### src/rtl/pfm_pkg.sv
package pfm_pkg;

    // Number of low-side on-time entries and the reference bits that pick one
    localparam int NUM_LS   = 4;
    localparam int LS_SEL_W = $clog2(NUM_LS);

    // Phases of one switching sequence
    typedef enum logic [1:0] {
        PH_IDLE = 2'd0,
        PH_HIGH = 2'd1,
        PH_DEAD = 2'd2,
        PH_LOW  = 2'd3
    } phase_e;

    // Gate drive pair
    typedef struct packed {
        logic hs;
        logic ls;
    } gate_t;

    // Gate levels that each phase implies
    function automatic gate_t gate_of(phase_e p);
        gate_t g;
        g.hs = (p == PH_HIGH);
        g.ls = (p == PH_LOW);
        return g;
    endfunction

endpackage

### src/rtl/pfm_tick_div.sv
module pfm_tick_div #(
    parameter int DIV_W = 4
) (
    input  logic             clk,
    input  logic             rst,
    input  logic             enable,
    input  logic [DIV_W-1:0] ratio,
    output logic             tick
);

    logic [DIV_W-1:0] cnt_q;
    logic             wrap;

    // A tick is due once the count reaches the ratio (ratio 0: every cycle)
    assign wrap = (cnt_q >= ratio);
    assign tick = enable && wrap;

    always_ff @(posedge clk) begin
        if (rst || !enable) begin
            cnt_q <= '0;
        end else if (wrap) begin
            cnt_q <= '0;
        end else begin
            cnt_q <= cnt_q + 1'b1;
        end
    end

endmodule

### src/rtl/pfm_ls_select.sv
module pfm_ls_select
    import pfm_pkg::*;
#(
    parameter int REF_W = 7,
    parameter int CNT_W = 6
) (
    input  logic [REF_W-1:0]        ref_code,
    input  logic [NUM_LS*CNT_W-1:0] width_tbl,
    output logic [CNT_W-1:0]        ls_width
);

    logic [CNT_W-1:0]    entry [NUM_LS];
    logic [LS_SEL_W-1:0] band;

    // Unpack the flat table into entries
    for (genvar g = 0; g < NUM_LS; g++) begin : g_entry
        assign entry[g] = width_tbl[g*CNT_W +: CNT_W];
    end

    // The most significant reference bits name the voltage band
    assign band     = ref_code[REF_W-1 -: LS_SEL_W];
    assign ls_width = entry[band];

endmodule

### src/rtl/pfm_phase_fsm.sv
module pfm_phase_fsm
    import pfm_pkg::*;
#(
    parameter int CNT_W = 6
) (
    input  logic             clk,
    input  logic             rst,
    input  logic             enable,
    input  logic             tick,
    input  logic             cmp_low,
    input  logic [CNT_W-1:0] hs_width,
    input  logic [CNT_W-1:0] dead_width,
    input  logic [CNT_W-1:0] ls_width,
    output logic             hs_on,
    output logic             ls_on
);

    typedef logic [CNT_W-1:0] cnt_t;
    localparam cnt_t ONE = cnt_t'(1);

    // A zero-length setting is stretched to one cycle
    function automatic cnt_t at_least_one(cnt_t w);
        return (w == '0) ? ONE : w;
    endfunction

    phase_e phase_q, phase_d;
    cnt_t   cnt_q, cnt_d;
    cnt_t   hs_len_q, hs_len_d;
    cnt_t   dead_len_q, dead_len_d;
    cnt_t   ls_len_q, ls_len_d;
    gate_t  gate_q, gate_d;
    logic   start;

    assign start = tick && cmp_low;

    always_comb begin
        phase_d    = phase_q;
        cnt_d      = cnt_q;
        hs_len_d   = hs_len_q;
        dead_len_d = dead_len_q;
        ls_len_d   = ls_len_q;
        unique case (phase_q)
            PH_IDLE: begin
                if (start) begin
                    phase_d    = PH_HIGH;
                    cnt_d      = ONE;
                    hs_len_d   = at_least_one(hs_width);
                    dead_len_d = at_least_one(dead_width);
                    ls_len_d   = at_least_one(ls_width);
                end
            end
            PH_HIGH: begin
                if (cnt_q >= hs_len_q) begin
                    phase_d = PH_DEAD;
                    cnt_d   = ONE;
                end else begin
                    cnt_d = cnt_q + ONE;
                end
            end
            PH_DEAD: begin
                if (cnt_q >= dead_len_q) begin
                    phase_d = PH_LOW;
                    cnt_d   = ONE;
                end else begin
                    cnt_d = cnt_q + ONE;
                end
            end
            PH_LOW: begin
                if (cnt_q >= ls_len_q) begin
                    phase_d = PH_IDLE;
                    cnt_d   = '0;
                end else begin
                    cnt_d = cnt_q + ONE;
                end
            end
            default: begin
                phase_d = PH_IDLE;
                cnt_d   = '0;
            end
        endcase
        // Disable overrides any phase
        if (!enable) begin
            phase_d = PH_IDLE;
            cnt_d   = '0;
        end
        gate_d = gate_of(phase_d);
    end

    always_ff @(posedge clk) begin
        if (rst) begin
            phase_q    <= PH_IDLE;
            cnt_q      <= '0;
            hs_len_q   <= ONE;
            dead_len_q <= ONE;
            ls_len_q   <= ONE;
            gate_q     <= '0;
        end else begin
            phase_q    <= phase_d;
            cnt_q      <= cnt_d;
            hs_len_q   <= hs_len_d;
            dead_len_q <= dead_len_d;
            ls_len_q   <= ls_len_d;
            gate_q     <= gate_d;
        end
    end

    assign hs_on = gate_q.hs;
    assign ls_on = gate_q.ls;

endmodule

### src/rtl/pfm_pulse_seq.sv
module pfm_pulse_seq
    import pfm_pkg::*;
#(
    parameter int DIV_W = 4,
    parameter int REF_W = 7,
    parameter int CNT_W = 6
) (
    input  logic                    clk,
    input  logic                    rst,
    input  logic                    enable,
    input  logic [DIV_W-1:0]        div_ratio,
    input  logic                    cmp_low,
    input  logic [REF_W-1:0]        ref_code,
    input  logic [CNT_W-1:0]        hs_width,
    input  logic [CNT_W-1:0]        dead_width,
    input  logic [NUM_LS*CNT_W-1:0] ls_width_tbl,
    output logic                    hs_on,
    output logic                    ls_on
);

    logic             tick;
    logic [CNT_W-1:0] ls_width;

    pfm_tick_div #(.DIV_W(DIV_W)) i_div (
        .clk    (clk),
        .rst    (rst),
        .enable (enable),
        .ratio  (div_ratio),
        .tick   (tick)
    );

    pfm_ls_select #(.REF_W(REF_W), .CNT_W(CNT_W)) i_sel (
        .ref_code  (ref_code),
        .width_tbl (ls_width_tbl),
        .ls_width  (ls_width)
    );

    pfm_phase_fsm #(.CNT_W(CNT_W)) i_fsm (
        .clk        (clk),
        .rst        (rst),
        .enable     (enable),
        .tick       (tick),
        .cmp_low    (cmp_low),
        .hs_width   (hs_width),
        .dead_width (dead_width),
        .ls_width   (ls_width),
        .hs_on      (hs_on),
        .ls_on      (ls_on)
    );

endmodule

### config.mk
export PLATFORM = sky130hd
export DESIGN_NAME = pfm_pulse_seq
export DESIGN_NICKNAME = d
export VERILOG_FILES = /design/src/rtl/pfm_pkg.sv /design/src/rtl/pfm_tick_div.sv /design/src/rtl/pfm_ls_select.sv /design/src/rtl/pfm_phase_fsm.sv /design/src/rtl/pfm_pulse_seq.sv
export SDC_FILE = /design/constraint.sdc
export NUM_CORES = 1
export LEC_CHECK = 0
export ABC_AREA = 0
export BUFFER_PORTS_ARGS = -buffer_cell sky130_fd_sc_hd__buf_2
export CAP_MARGIN = 10
export CELL_PAD_IN_SITES_DETAIL_PLACEMENT = 0
export CELL_PAD_IN_SITES_GLOBAL_PLACEMENT = 1
export CORE_ASPECT_RATIO = 1.25
export CORE_MARGIN = 2
export CORE_UTILIZATION = 42
export DETAILED_ROUTE_END_ITERATION = 16
export PLACE_DENSITY = 0.87
export SYNTH_ARGS = -nofsm -noshare
export SYNTH_HDL_FRONTEND = slang
export SYNTH_HIERARCHICAL = 1
export SYNTH_SLANG_ARGS = --single-unit
### constraint.sdc
create_clock -name clk -period 6 [get_ports clk]
set_input_delay 0.3 -clock clk [delete_from_list [all_inputs] [get_ports clk]]
set_output_delay 0.3 -clock clk [all_outputs]
set_load 0.01 [all_outputs]
# Word-level counts from Yosys, hierarchy flattened
# Cells that the tools add are included.
# totals
reg_bits,32
inputBits,51
out_inout_bits,2
wordCells,51
# classes
add_sub_neg,2
n_lt_le_gt_ge,5
eq_ne,6
n_mux,17
bitwise,2
reduce_logical,11
# op_table
cell,n
$mux 6,9
$pmux 6 s4,1
$ge 6x6->1,3
$logic_not 6->1,3
$bmux 6 s2,1
$mux 2,5
$pmux 2 s4,1
$add 6x1->6 const B,1
$eq 2x2->1 const B,3
$add 4x1->4 const B,1
$eq 2x1->1 const B,2
$ge 4x4->1,1
$reduce_or 2->1,2
$ge 3x3->1 const B,1
$not 2->3,1
$logic_and 1x1->1,2
$logic_not 2->1,1
$ne 2x1->1 const B,1
$reduce_and 2->1,1
$logic_not 1->1,1
$logic_or 1x1->1,1
$not 1->1,1

# Logic depth before layout (Yosys ltp)
# logic_depth
ltp_word,7
depth_mapped,10
mapped_depth_nobuf,10

# Cells and area by module
# Netlist, hierarchy kept.
# modules_own_cells
module,instances,cells_per_inst,area_per_inst_um2,seq_area_each_um2
pfm_phase_fsm,1,200,1606.5,560.5
pfm_tick_div,1,27,251.5,80.1
pfm_ls_select,1,7,146.4,0.0

# Least setup slack after synthesis
# Ideal clock, no wire load.
# synth_path
kind,reg-to-reg
from,register i_div.cnt_q[0]
to,register i_fsm.dead_len_q[3]
setup_ps,70
arrival_ps,1904
required_ps,5930
slack_ps,4026
path_stages_with_launch,11
path_buffers,1
synth_period_minus_slack_ps,1974
cell_sequence,dfxtp_1 -> inv_1 -> ha_1 -> nor3b_2 -> o21ai_2 -> and2_2 -> nand2_1 -> nor3_1 -> buf_2 -> nand2_1 -> a21oi_1
# synth_via
elab_chain_len,4
# synth_lines
item,line,text
"start, declared",pfm_tick_div.sv:11,logic [DIV_W-1:0] cnt_q;
"start signal, assigned",pfm_tick_div.sv:24,cnt_q <= cnt_q + 1'b1;
$ge 4x4->1,pfm_tick_div.sv:15,assign wrap = (cnt_q >= ratio);
$logic_and 1x1->1,pfm_tick_div.sv:16,assign tick = enable && wrap;
net tick,pfm_pulse_seq.sv:21,logic tick;
$logic_and 1x1->1,pfm_phase_fsm.sv:34,assign start = tick && cmp_low;
$reduce_and 2->1 (no line),n/a,
"end signal, assigned",pfm_phase_fsm.sv:101,dead_len_q <= dead_len_d;
"end, declared",pfm_phase_fsm.sv:29,"cnt_t dead_len_q, dead_len_d;"
# The timed path passes the listed nets, and every way through them passes these cells.
# A chain may end at the register's enable or synchronous reset.

# Worst setup path after layout
# layout_path
from,register i_div.cnt_q[0]
to,register i_fsm.dead_len_q[0]
# The elaborated chain is that of the path after synthesis.

==> out/metrics.yaml <==
run_status:
  outcome: "complete, no violations"
floorplanning:
  initial_core_util: 0.430
  die-height_um: 81.2
  core_area_um2: 4660
  boundaryPins: 53
  rows: 28
  dieWidth_um: 65.8
  dieArea_um2: 5340
detailed_routing:
  drt-vias-per-instance: 5.11
  postRouteAntennaNets: 0
  remaining_drc_errors: 0
  mean_routed_wirelength_per_cell_um: 11.7
  vias: 1753
  final_routed_wirelength_um: 4020
  detailedRoute.firstPassIterationCount: 4
  drc_violation_total_after_the_first_tritonroute_iteration: 48
timing:
  timing.clock.skew_ns: 0.00115
  slew-limit-headroom: 0.491
  timing.hold.ws_ns: 0.265
  finalHoldViolCount: 0
  finalCritPeriodShare: 0.389
  tightest_slew_ns: 0.762
  clock.fmax_ghz: 0.428
  post_route_setup_tns_ns: 0
  unrepaired_setup_endpoints_after_global_routing: "false"
  maxSlewViolCount: 0
  post-route-min-period_ns: 2.34
  setup_slack_ns: 3.66
  finalSetupViolations: 0
setup_path:
  slowest_delay_ns: 0.58
  critical_path.endpoint_type: "flip-flop"
  critical_path.reg2reg.endpoint: "i_fsm/dead_len_q[0]"
  crit_buf_inv: 1
  crit_chain: "inv_1 -> ha_1 -> nor3b_2 -> o21ai_2 -> and2_2 -> nand3_1 -> nor2_1 -> a211o_1"
  cp_top_family: "simple AND/OR/NAND/NOR gates"
  start_kind: "flip-flop"
  critical_path_arrival_ns: 2.50
  worstRegToRegCells: 8
  critPathKind: "reg2reg"
  worst_path_max_delay_cell: "nand3_1"
  worst-endpoint-required_ns: 6.17
  crit-reg2reg-launch: "i_div/cnt_q[0]"
  critical_path.max_fanout: 21
  worst-r2r-setup-slack_ns: 3.66
synthesis:
  synth.avg_cell_area_um2: 8.57
  synth_enable_flop_cells: 0
  netlist_instances: 234
  post-synth-top-area-cell: "dfxtp_1"
  synth.yosys.warnings: 6
  post_synth_net_total: 309
  postSynth.topFlopCell: "dfxtp_1"
  synth.ff_latch_count: 32
  synth_cell_type_count: 41
  post_synth_main_area_contributors: "dfxtp_1 32%, ha_1 15%, nand2_1 7.3%"
  area_share_of_the_leading_cell_type_in_the_synthesized_netlist: 0.320
  synth.cell_area_um2: 2000
  yosysMostFrequentCell: "nand2_1"
  seq_area_frac_synth: 0.320
  async_reset_ff_frac: 0
  synth_common_cells: "39 x nand2_1, 32 x dfxtp_1, 26 x a21oi_1"
layout:
  share_of_layout_cells_above_drive_strength_1: 0.251
  area_growth_syn_to_layout_pct: 18.5
  postLayoutCoreUtil: 0.510
  filler_cell_count: 492
  antennaDiodeCount: 0
  final_net_count: 357
  layoutNonFillerInstCount: 343
  finish.instance_area_um2: 2370
global_routing:
  grt_antenna_before_repair: 0
  global_route.usage.total: 0.167
  grt_pass1_wl_um: 6920
  first_global_vias: 1633
  largest_net_degree_at_the_start_of_global_routing: 22
  gr-total-overflow: 0
worst_hold_path:
  timing.hold.worst.start: "dead_width[1]"
  whs_endpoint: "i_fsm/dead_len_q[1]"
  hold_path_class: "in2reg"
  hold_path_depth: 3
power:
  leakage_nw: 0.965
  powerDensity_nw_per_um2: 185
  peakVddDrop_mv: 0.113
  total_power_after_layout_mw: 0.438
clocking:
  insertion_delay_ns: 0.28
  clock-sinks: 32
  cts.repair_timing.setup_buffer_count: 0
  cts-hold-fix-buffers: 0
  clkTransAtPathRegs_ns: 0.06
  cts_root_buf: "clkbuf_8"
  ctsHtreeMaxLevel: 2
  clock_tree_from_tritoncts: "done"
  post_cts.resized_instances: 0
  tritoncts.num_buffers: 5
  cts_buffer_depth: 2
place:
  dpl_worst_slack_ns: 3.63
  placed_cell_area_um2: 2280
  io_buffer_count: 47
  gpl.final_weighted_congestion: 0.757
  dp_hpwl_um: 3240
  post-place-cells: 335
flow_run:
  timing.max_cap.violations: 0
sequential cells by signal (all words and copies together), names as in the netlist:
name,cells
i_fsm/cnt_q,6
i_fsm/dead_len_q,6
i_fsm/hs_len_q,6
i_fsm/ls_len_q,6
i_div/cnt_q,4
i_fsm/phase_q,2
i_fsm/hs_on,1
i_fsm/ls_on,1
area by class of cell:
type                    count  area (um^2)  share of cell area
multi-input cells         173         1240               0.524
flip-flops and latches     32          641               0.270
repair buffers             48          243               0.102
clock buffers               8         90.1              0.0379
inverters                  22         82.6              0.0348
well taps                  60         75.1              0.0316
worst reg2reg max path, delay by kind of cell (launching register included):
family,cells,cell delay [ns]
flops,1,0.37
simple gates,4,1.12
buf+inv,1,0.06
fa+ha+maj,1,0.28
compound gates,2,0.41
worst max path at each step:
stage,start,to,slack (ns),cells after the start
finish,i_div/cnt_q[0],i_fsm/dead_len_q[0],3.66,8
global route,i_div/cnt_q[0],i_fsm/hs_len_q[0],3.36,8
CTS,i_div/cnt_q[0],i_fsm/dead_len_q[0],3.64,8
detailed placement,div_ratio[3],i_fsm/dead_len_q[0],3.63,8
global placement,div_ratio[3],i_fsm/hs_len_q[0],3.64,8
floorplan,i_div/cnt_q[0],i_fsm/dead_len_q[3],4.03,10
kinds of logic after synthesis:
family,count (synthesis),synth area share
and+or+nand+nor,84,0.194
AOI/OAI and AO/OA,55,0.190
DFF,32,0.320
buffers and inverters,29,0.0599
adders and majority gates,24,0.150
muxes,7,0.0743
xor gates and xnor gates,3,0.0131
power by group:
group          switching [mW]  internal [mW]
registers             0.00193          0.215
clock network          0.0751         0.0935
logic                  0.0252         0.0272
total                   0.102          0.336
cells in the final DEF (no fill, tap or decap), drive strengths merged, types with 4 or more instances in the layout:
cell type and instances:
nand3 7, nor3 11, a211oi 4, o21a 4
ha 24, a21oi 27, mux4 6, clkbuf 8
nor2 13, dfxtp 32, nand2 39, nand2b 4
o21ai 6, buf 48, inv 22
metal layers:
layer	vias up	wire [um]	GRT usage
li1	917	-	-
met1	761	1780	0.191
met2	59	1860	0.286
met3	16	239	0.0416
met4	0	144	0.0896
met5	-	0	0
Note: power is estimated with default switching activity, not from simulation.
